`src/rtl/adc_res_pkg.sv`:
```
// Shared layout constants for the ADC result register block.
// Assumes a 32-bit bus word; all positions here are decoded by software.
package adc_res_pkg;
    localparam int DATA_LSB = 6;    // result field low bit
    localparam int CHAN_LSB = 24;   // channel field low bit in global register
    localparam int OVR_BIT  = 30;   // overrun flag
    localparam int DONE_BIT = 31;   // completion flag
    localparam int WORD_W   = 32;

    typedef struct packed {
        logic done;
        logic ovr;
    } flag_pair_t;
endpackage

```
`src/rtl/adc_flag_slot.sv`:
```
// One result holder with completion and overrun flags.
// Assumes load and clr may arrive in the same cycle; load then wins for
// completion and overrun ends cleared. Overrun needs burst mode.
module adc_flag_slot #(
    parameter int PW = 10
) (
    input  logic          clk,
    input  logic          rst_n,
    input  logic          load,
    input  logic          burst,
    input  logic          clr,
    input  logic [PW-1:0] din,
    output adc_res_pkg::flag_pair_t flags,
    output logic [PW-1:0] dout
);
    // Payload capture on each completion.
    always_ff @(posedge clk) begin
        if (!rst_n)
            dout <= '0;
        else if (load)
            dout <= din;
    end

    // Completion flag: set by load, cleared by read, load dominates.
    always_ff @(posedge clk) begin
        if (!rst_n)
            flags.done <= 1'b0;
        else if (load)
            flags.done <= 1'b1;
        else if (clr)
            flags.done <= 1'b0;
    end

    // Overrun flag: burst overwrite of unread data, cleared by read.
    always_ff @(posedge clk) begin
        if (!rst_n)
            flags.ovr <= 1'b0;
        else if (load && burst && flags.done && !clr)
            flags.ovr <= 1'b1;
        else if (clr)
            flags.ovr <= 1'b0;
    end
endmodule

```
`src/rtl/adc_irq_select.sv`:
```
// Interrupt-enable register and request selection.
// Bit NCH selects global completion; bits NCH-1:0 gate channel flags.
// Assumes reset value enables only the global source.
module adc_irq_select #(
    parameter int NCH = 8
) (
    input  logic           clk,
    input  logic           rst_n,
    input  logic           en_wr,
    input  logic [NCH:0]   en_wdata,
    input  logic [NCH-1:0] ch_done,
    input  logic           g_done,
    output logic [NCH:0]   en_q,
    output logic           irq
);
    localparam logic [NCH:0] EN_RESET = {1'b1, {NCH{1'b0}}};

    // Enable register write path.
    always_ff @(posedge clk) begin
        if (!rst_n)
            en_q <= EN_RESET;
        else if (en_wr)
            en_q <= en_wdata;
    end

    // Source selection for the request line.
    always_comb begin
        if (en_q[NCH])
            irq = g_done;
        else
            irq = |(ch_done & en_q[NCH-1:0]);
    end
endmodule

```
`src/rtl/adc_result_bank.sv`:
```
// Top of the ADC result register block: per-channel slots, a global slot,
// the interrupt selector and a registered read port with clear-on-read.
// Assumes one bus access per cycle; read data is returned one cycle later.
module adc_result_bank #(
    parameter int NCH = 8,
    parameter int RW  = 10,
    parameter int AW  = 4
) (
    input  logic                   clk,
    input  logic                   rst_n,
    input  logic                   conv_valid,
    input  logic [$clog2(NCH)-1:0] conv_chan,
    input  logic [RW-1:0]          conv_data,
    input  logic                   burst_en,
    input  logic                   bus_rd,
    input  logic                   bus_wr,
    input  logic [AW-1:0]          bus_addr,
    input  logic [NCH:0]           bus_wdata,
    output logic [31:0]            bus_rdata,
    output logic                   irq
);
    import adc_res_pkg::*;

    localparam int CHW = $clog2(NCH);
    localparam int GPW = RW + CHW;
    localparam logic [AW-1:0] GLB_ADDR = AW'(NCH);
    localparam logic [AW-1:0] EN_ADDR  = AW'(NCH + 1);

    flag_pair_t           ch_flags [NCH];
    logic [RW-1:0]        ch_res   [NCH];
    logic [NCH-1:0]       ch_done;
    flag_pair_t           g_flags;
    logic [GPW-1:0]       g_pay;
    logic [NCH:0]         en_q;
    logic                 g_clr;
    logic [WORD_W-1:0]    rd_word;

    assign g_clr = bus_rd && (bus_addr == GLB_ADDR);

    // Per-channel result slots.
    for (genvar k = 0; k < NCH; k++) begin : g_ch
        logic ld_k;
        logic clr_k;
        assign ld_k  = conv_valid && (conv_chan == CHW'(k));
        assign clr_k = bus_rd && (bus_addr == AW'(k));
        adc_flag_slot #(.PW(RW)) u_slot (
            .clk   (clk),
            .rst_n (rst_n),
            .load  (ld_k),
            .burst (burst_en),
            .clr   (clr_k),
            .din   (conv_data),
            .flags (ch_flags[k]),
            .dout  (ch_res[k])
        );
        assign ch_done[k] = ch_flags[k].done;
    end

    // Global slot holding latest result and its channel.
    adc_flag_slot #(.PW(GPW)) u_glb (
        .clk   (clk),
        .rst_n (rst_n),
        .load  (conv_valid),
        .burst (burst_en),
        .clr   (g_clr),
        .din   ({conv_chan, conv_data}),
        .flags (g_flags),
        .dout  (g_pay)
    );

    adc_irq_select #(.NCH(NCH)) u_irq (
        .clk      (clk),
        .rst_n    (rst_n),
        .en_wr    (bus_wr && (bus_addr == EN_ADDR)),
        .en_wdata (bus_wdata),
        .ch_done  (ch_done),
        .g_done   (g_flags.done),
        .en_q     (en_q),
        .irq      (irq)
    );

    // Read word assembly from the addressed register.
    always_comb begin
        rd_word = '0;
        if (bus_addr == GLB_ADDR) begin
            rd_word[DONE_BIT]            = g_flags.done;
            rd_word[OVR_BIT]             = g_flags.ovr;
            rd_word[CHAN_LSB +: CHW]     = g_pay[RW +: CHW];
            rd_word[DATA_LSB +: RW]      = g_pay[RW-1:0];
        end else if (bus_addr == EN_ADDR) begin
            rd_word[NCH:0]               = en_q;
        end else begin
            for (int k = 0; k < NCH; k++) begin
                if (bus_addr == AW'(k)) begin
                    rd_word[DONE_BIT]       = ch_flags[k].done;
                    rd_word[OVR_BIT]        = ch_flags[k].ovr;
                    rd_word[DATA_LSB +: RW] = ch_res[k];
                end
            end
        end
    end

    // Registered read return.
    always_ff @(posedge clk) begin
        if (!rst_n)
            bus_rdata <= '0;
        else if (bus_rd)
            bus_rdata <= rd_word;
    end
endmodule

```
`config.mk`:
```
export PLATFORM = sky130hd
export DESIGN_NAME = adc_result_bank
export DESIGN_NICKNAME = d
export VERILOG_FILES = /design/src/rtl/adc_res_pkg.sv /design/src/rtl/adc_flag_slot.sv /design/src/rtl/adc_irq_select.sv /design/src/rtl/adc_result_bank.sv
export SDC_FILE = /design/constraint.sdc
export NUM_CORES = 1
export LEC_CHECK = 0
export BUFFER_PORTS_ARGS = -buffer_cell sky130_fd_sc_hd__clkbuf_2
export CAP_MARGIN = 20
export CORE_ASPECT_RATIO = 0.8
export CORE_MARGIN = 2
export CORE_UTILIZATION = 38
export DETAILED_ROUTE_END_ITERATION = 6
export GPL_TIMING_DRIVEN = 0
export PLACE_DENSITY = 0.51
export SKIP_CTS_REPAIR_TIMING = 1
export SLEW_MARGIN = 20
export SYNTH_ARGS = -nofsm -noshare
export SYNTH_HDL_FRONTEND = slang
export SYNTH_SLANG_ARGS = --single-unit
```
`constraint.sdc`:
```
create_clock -name clk -period 1.69 [get_ports clk]
set_input_delay 0 -clock clk [delete_from_list [all_inputs] [get_ports clk]]
set_output_delay 0 -clock clk [all_outputs]
set_load 0.01 [all_outputs]
```
Word-level counts from Yosys, hierarchy flattened
Cells that the tools add are included.
{ "word_totals": {"register_bits": 141, "in_bits": 32, "output_inout_bits": 33} }
{ "classes": {"muxes": 52, "bitwise_logic": 1, "n_reduce_logical": 75, "eq_ne": 16} }
{ "ops": {"columns": ["operator", "n"], "rows": [
  ["$mux 10", 9],
  ["$logic_and 1x1->1", 45],
  ["$reduce_bool 2->1", 18],
  ["$mux 1", 28],
  ["$mux 2", 10],
  ["$eq 4x3->1 const B", 4],
  ["$eq 3x3->1 const B", 4],
  ["$mux 6", 2],
  ["$logic_not 1->1", 9],
  ["$and 8x8->8", 1],
  ["$eq 4x2->1 const B", 2],
  ["$eq 4x4->1 const B", 2],
  ["$reduce_or 8->1", 1],
  ["$mux 7", 1],
  ["$eq 3x2->1 const B", 2],
  ["$mux 3", 2],
  ["$eq 4x1->1 const B", 1],
  ["$logic_not 4->1", 1],
  ["$eq 3x1->1 const B", 1],
  ["$logic_not 3->1", 1]
]} }

Longest topological paths before layout
Gate-level depths: netlist of the first run.
{ "depth": {"depth_word": 11, "ltp_mapped": 7, "ltp_nobuf": 4} }

Cells and area by module
A second synthesis of the first run with hierarchy kept.
{ "hier_totals": {"hier_cells": 653, "area_unflattened_um2": 6652.6} }
{ "by_module_without_submodules": {"columns": ["mod", "area_each_um2", "seq_area_each_um2", "cells_each", "n_inst"], "rows": [
  ["adc_flag_slot at g_ch[0].u_slot ...", 450.4, 240.2, 38, 8],
  ["adc_result_bank", 2078.2, 420.4, 267, 1],
  ["adc_flag_slot at u_glb", 586.8, 300.3, 48, 1],
  ["adc_irq_select", 384.1, 180.2, 34, 1]
]} }

Worst setup path after synthesis of the first run
OpenSTA, ideal clock, no wires.
{ "synth_path": {"path_kind": "flip-flop to flip-flop", "from": "register g_ch[3].u_slot.dout[8]", "to": "register bus_rdata[14]", "period_less_slack_ps": 1225, "t_arrival_ps": 1108, "n_path_buf": 0, "setup_time_ps": 117, "path_stages_with_launch": 5, "slack_ps": 465, "cell_sequence": "dfxtp_1 -> mux4_2 -> nand2_1 -> o211ai_1 -> a32o_1"} }
{ "synth_via": {"elab_chain_len": 7} }
{ "synth_rtl": {"columns": ["item", "line", "rtl"], "rows": [
  ["start, declared", "adc_flag_slot.sv:14", "output logic [PW-1:0] dout"],
  ["start signal, assigned", "adc_flag_slot.sv:21", "dout <= din;"],
  ["$mux 10 (5 in a row)", "adc_result_bank.sv:94", "if (bus_addr == AW'(k)) begin"],
  ["$mux 7", "adc_result_bank.sv:90", "end else if (bus_addr == EN_ADDR) begin"],
  ["$mux 10", "adc_result_bank.sv:85", "if (bus_addr == GLB_ADDR) begin"],
  ["end signal, assigned", "adc_result_bank.sv:108", "bus_rdata <= rd_word;"],
  ["end, declared", "adc_result_bank.sv:19", "output logic [31:0] bus_rdata,"]
]} }
Every way passes these cells.
A chain may end at the register's enable or synchronous reset.

Worst setup path after layout of the first run
{ "layout_path": {"from": "register g_ch[1].u_slot.flags[1] in the netlist's numbering", "to": "output port irq"} }
{ "layout_via": {"elab_chain_len": 3} }
{ "layout_rtl": {"columns": ["item", "line", "rtl"], "rows": [
  ["start, declared", "adc_flag_slot.sv:13", "output adc_res_pkg::flag_pair_t flags,"],
  ["$and 8x8->8", "adc_irq_select.sv:31", "irq = |(ch_done & en_q[NCH-1:0]);"],
  ["$reduce_or 8->1", "adc_irq_select.sv:31", null],
  ["$mux 1", "adc_irq_select.sv:28", "if (en_q[NCH])"],
  ["end, declared", "adc_result_bank.sv:20", "output logic irq"]
]} }
Every way passes these cells.

==> results of run 1 <==
-- kinds of logic (layout without fill, tap and decap cells) --
group,after synthesis,after routing,share of synthesized area
mux,52,52,0.0883
buf+inv,81,163,0.0685
simple gates,320,320,0.217
other cells,1,11,0.000587
compound gates,190,190,0.183
flops,141,141,0.442
-- flip-flops by register name, summed over array words and instances (netlist names) --
name,cells
g_ch.u_slot.dout,80
bus_rdata,21
u_glb.dout,13
u_glb.flags,2
g_ch.u_slot.flags,16
u_irq.en_q,9
-- report_power, final --
group	internal, mW	leakage [nW]	switching [mW]
combinational	0.245	1.51	0.485
clock	2.53	0.303	1.46
sequential	3.40	1.14	0.0542
total	6.18	2.96	2.00
-- metrics by stage --
step | hold WS [ns] | util
2_1_floorplan | 0.125 | -
3_3_place_gp | 0.218 | 0.418
3_5_place_dp | 0.234 | 0.418
4_1_cts | -0.207 | 0.456
5_1_grt | 0.0338 | 0.463
6_report | 0.00375 | 0.463
-- cells in the mapped netlist, types with 6 or more instances --
cell,count
a21boi_0,7
a21oi_1,103
a221oi_1,8
a22oi_1,14
a31oi_1,9
and3_1,7
buf_2,25
buf_4,12
buf_6,6
clkbuf_1,31
dfxtp_1,141
mux2i_1,41
nand2_1,185
nand2b_1,6
nand3_1,8
nor2_1,73
nor2b_1,8
nor3b_1,7
o211ai_1,6
o21a_1,8
o21ai_0,10
o311ai_1,8
-- cell type report --
type / instances / area (um2)
clock inverters: 8 / 128
inverters: 5 / 18.8
plain buffers: 76 / 419
well taps: 220 / 275
repair buffers: 50 / 300
fillers: 1661 / 8870
multi-input cells: 573 / 3170
clock buffers: 24 / 502
flip-flops and latches: 141 / 2820
-- worst reg2reg max path, cell delays in order (launching register included) --
cell and delay, ns:
dfxtp_1 0.33, mux4_2 0.47, nand2_1 0.09, o211ai_1 0.15, a32o_1 0.31
-- how the worst max path moves through the flow --
| stage | start | to | slack (ns) | cells after the start |
|---|---|---|---|---|
| 6_report | g_ch[1].u_slot.flags[1] | irq | 0.17 | 4 |
| 5_1_grt | g_ch[1].u_slot.flags[1] | irq | 0.11 | 4 |
| 4_1_cts | g_ch[1].u_slot.flags[1] | irq | 0.16 | 4 |
| 3_5_place_dp | bus_addr[0] | bus_rdata[9] | -0.03 | 7 |
| 3_3_place_gp | bus_addr[0] | bus_rdata[9] | -0.05 | 7 |
| 2_1_floorplan | g_ch[3].u_slot.dout[8] | bus_rdata[14] | 0.46 | 4 |
-- layer usage --
| metal | vias to the layer above | GRT usage |
|---|---|---|
| met2 | 255 | 0.361 |
| met1 | 2888 | 0.380 |
| li1 | 2839 | - |
| met4 | 0 | 0.0506 |
| met3 | 16 | 0.0787 |
| met5 | - | 0 |
==> out/metrics.cfg, run 1 <==
[outcome]
status=complete, no violations

[timing]
tns_ns=0
drv_slew=0
hold_viol_final=0
finalCritPeriodShare=0.902
min_period_ns=1.52
fmax_ghz=0.656
tightest_slew_ns=0.854
slew_headroom=0.431
setup_viol_count_final=0
skew_ns=0.00699
layout_setup_ws_ns=0.165
rsz0062_at_grt=false

[setup_path]
path_buf_inv=1
path_delay_family=flip-flops
path_cells=a22oi_1, nand4_1, mux2_2, clkbuf_2
critPathRequiredTime_ns=1.69
end_kind=primary output
cp.arrival_ns=1.52
timing.rr.start=g_ch[0].u_slot.dout[8]
crit_fanout=4
worstSetupPathType=flip-flop to primary output
cpPeakStageDelay_ns=0.38
crit_path_top_delay_cell=dfxtp_1
rrSetupSlack_ns=0.23
reg2regPathDepth=4
start_kind=flip-flop
rr_endpoint=bus_rdata[14]

[worst_hold_path]
min_from=conv_chan[1]
min_to=g_ch[2].u_slot.dout[0]
worstHoldPathCells=5
hold_class=primary input to flip-flop

[routing]
routed_wl_um=22400
wl_met1_um=10800
drc_errors=0
via_per_inst=5.47
drtPass1Iterations=6
drt_iter0_drc=736
vias=5998
top_layer_used=met4
wl_met2_um=9280
post_drt_wl_per_cell_um=20.4
met3_length_um=2140
antenna_left=0

[floorplanning]
dieArea_um2=17900
rows=42
coreArea_um2=16500
ios=65
die_y_um=120
initial_core_util=0.387
fp.dieW_um=149

[yosys]
synth-edff-count=0
synthCells=785
yosysWarnings=0
yosysTopAreaCell=dfxtp_1
synth_top_area_frac=0.442
synth-main-ff-cell=dfxtp_1
synth_cell_type_count=52
synth_area_leaders=dfxtp_1 44%, nand2_1 11%, a21oi_1 8.1%, mux2i_1 6.4%, nor2_1 4.3%
synthArstFlopShare=0
syn_avg_cell_area_um2=8.14
yosysSeqAreaShare=0.442
synth_area_um2=6390
synth-seq-cells=141

[clocking]
path_clk_slew_ns=0.06
cts_buffer_depth=2
clock_latency_ns=0.43
cts_tree=built
clock_sinks=141
cts_buffers=17
ctsHtreeMaxLevel=4
clock_tree.root_cell=clkbuf_16

[pwr]
leakage_nw=2.96
power_mw=8.18
pwr_density_cell_nw_per_um2=1070
ir_drop_mv=0.802

[run]
max_cap_violations=0

[final_layout]
stdcell_count=1097
diodes=0
drive_gt1_frac=0.155
layout_common_cells=185 x nand2_1, 141 x dfxtp_1, 103 x a21oi_1, 73 x nor2_1
final_area_um2=7630
layout_commonest_cell=nand2_1
finalNetCount=896
syn_to_final_growth_pct=19.4

[placement]
place_ws_ns=-0.0344
place_hpwl_um=16500
place_inst=1055
io_buffers=40
gp_congestion=0.913
dpl_cell_area_um2=6900

[global_routing]
grt_max_degree=17
grt_pass1_vias=5466
grt_usage=0.255
overflow=0
antenna_found_initial=0
grt_pass1_wl_um=33600

(Power assumes the default switching activity.)
==> inputs of run 2 (changes only) <==
--- a/config.mk
+++ b/config.mk
@@ -12,7 +12,7 @@
 export CORE_UTILIZATION = 38
 export DETAILED_ROUTE_END_ITERATION = 6
 export GPL_TIMING_DRIVEN = 0
-export PLACE_DENSITY = 0.51
+export PLACE_DENSITY = 0.54
 export SKIP_CTS_REPAIR_TIMING = 1
 export SLEW_MARGIN = 20
 export SYNTH_ARGS = -nofsm -noshare
==> constraint.sdc (replaced) <==
create_clock -name clk -period 1.4 [get_ports clk]
set_input_delay 0 -clock clk [delete_from_list [all_inputs] [get_ports clk]]
set_output_delay 0 -clock clk [all_outputs]
set_load 0.01 [all_outputs]
==> run 2 against run 1 <==
  * The run now ends with design-rule violations, negative setup slack left
  * First-iteration DRC count fell by 11%
  * Clock power rose by 12%
  * Utilization rose by 0.21 points
  * Combinational power rose by 22%
  * Clock skew barely moved
  * Cell count rose by 0.18%
  * Via count rose by 2.6%
  * Critical path type unchanged
==> out/metrics.cfg, run 2 (synthesized netlist as in run 1, its figures left out) <==
[timing]
tightest_slew_ns=0.809
slew_headroom=0.460
setup_viol_count_final=2
finalCritPeriodShare=1.05
rsz0062_at_grt=true
skew_ns=0.00651
min_period_ns=1.47
hold_viol_final=0
fmax_ghz=0.682
tns_ns=-0.0977
layout_setup_ws_ns=-0.0653
drv_slew=0
hold_slack_ns=0.0258

[pwr]
power_mw=9.54
pwr_density_cell_nw_per_um2=1240
ir_drop_mv=0.782
leakage_nw=2.98

[floorplanning]
ios=65
fp.dieW_um=149
initial_core_util=0.387
coreArea_um2=16500
rows=42
dieArea_um2=17900
die_y_um=120

[final_layout]
fillCellCount=1630
largest_reg_flops=80
top_regs=g_ch.u_slot.dout (80), bus_rdata (21), g_ch.u_slot.flags (16)
top_register=g_ch.u_slot.dout
utilization=0.465
syn_to_final_growth_pct=20.0
finalNetCount=898
layout_common_cells=185 x nand2_1, 132 x dfxtp_1, 103 x a21oi_1, 73 x nor2_1, 41 x mux2i_1
diodes=0
drive_gt1_frac=0.176
layout_commonest_cell=nand2_1

[worst_hold_path]
hold_class=primary input to flip-flop
worstHoldPathCells=5

[clocking]
clock_sinks=141
cts_buffer_depth=2
cts_tree=built
clock_tree.root_cell=clkbuf_16
path_clk_slew_ns=0.06
clock_latency_ns=0.42
ctsHtreeMaxLevel=4
cts_buffers=17

[placement]
io_buffers=40
place_ws_ns=-0.337
place_hpwl_um=16200
gp_congestion=0.930

[routing]
post_drt_wl_per_cell_um=20.4
routed_wl_um=22400
vias=6151
drc_errors=3
via_per_inst=5.60
drtPass1Iterations=7
antenna_left=0
drt_iter0_drc=654

[run]
max_cap_violations=0

[global_routing]
grt_pass1_wl_um=33600
grt_max_degree=17
overflow=0
grt_usage=0.251
grt_pass1_vias=5768
antenna_found_initial=0

[setup_path]
worstSetupPathType=flip-flop to primary output
path_cells=a22oi_2, nand4_1, mux2_4, buf_6
cp.arrival_ns=1.47
critPathRequiredTime_ns=1.40
reg2regPathDepth=4
start_kind=flip-flop
end_kind=primary output
crit_fanout=4
cpPeakStageDelay_ns=0.35
crit_path_top_delay_cell=dfxtp_2

[outcome]
status=complete, but fails checks
failed_checks=design-rule violations, negative setup slack

==> run 2: cell types whose count changed in the layout (fill, tap and decap cells not counted), sizes merged <==
cell | previous run | this run
clkinv | 1 | 8
inv | 7 | 6
clkinvlp | 2 | 0
buf | 44 | 47
bufinv | 3 | 2
clkbuf | 96 | 92
==> run 2: area by class of cell <==
type	count	area [um2]	area share
Buffer	76	419	0.0547
Clock buffer	21	460	0.0601
Clock inverter	11	116	0.0152
Inverter	5	18.8	0.00245
Multi-Input combinational cell	573	3210	0.419
Sequential cell	141	2840	0.371
Tap cell	220	275	0.0359
Timing Repair Buffer	52	322	0.0419
==> run 2: metal layers <==
layer | vias to the layer above | part of all wire | global-route usage
met5 | - | 0 | 0
met4 | 0 | 0.015 | 0.0780
met3 | 31 | 0.10 | 0.0658
met2 | 302 | 0.41 | 0.352
met1 | 2976 | 0.47 | 0.374
li1 | 2842 | - | -
==> run 2: final timing paths <==
path / startpoint / endpoint / slack [ns]
worst max-delay path: g_ch[6].u_slot.flags[1] / irq / -0.07
worst max register to register: g_ch[0].u_slot.dout[8] / bus_rdata[14] / -0.03
worst min register to register: g_ch[0].u_slot.dout[1] / g_ch[0].u_slot.dout[1] / 0.46
worst min-delay path: conv_chan[2] / g_ch[5].u_slot.dout[0] / 0.03
==> run 2: power by group <==
group / switching, mW / total, mW / internal (mW)
Sequential: 0.0670 / 4.17 / 4.11
Clock: 1.76 / 4.47 / 2.71
Combinational: 0.591 / 0.894 / 0.303
Total: 2.42 / 9.54 / 7.12
==> run 2: through the flow <==
step / instances / instance area [um2]
after floorplan: 795 / 6430
after global placement: 1055 / 6900
after detailed placement: 1055 / 6900
after CTS: 1087 / 7480
after global routing: 1099 / 7670
final: 1099 / 7670
==> run 2: critical path: cells and delay by family, from the launching register on <==
kind / cells / cell delay [ns]
DFF: 1 / 0.35
muxes: 1 / 0.28
AOI/OAI and AO/OA: 1 / 0.19
buffers and inverters: 1 / 0.12
and+or+nand+nor: 1 / 0.10
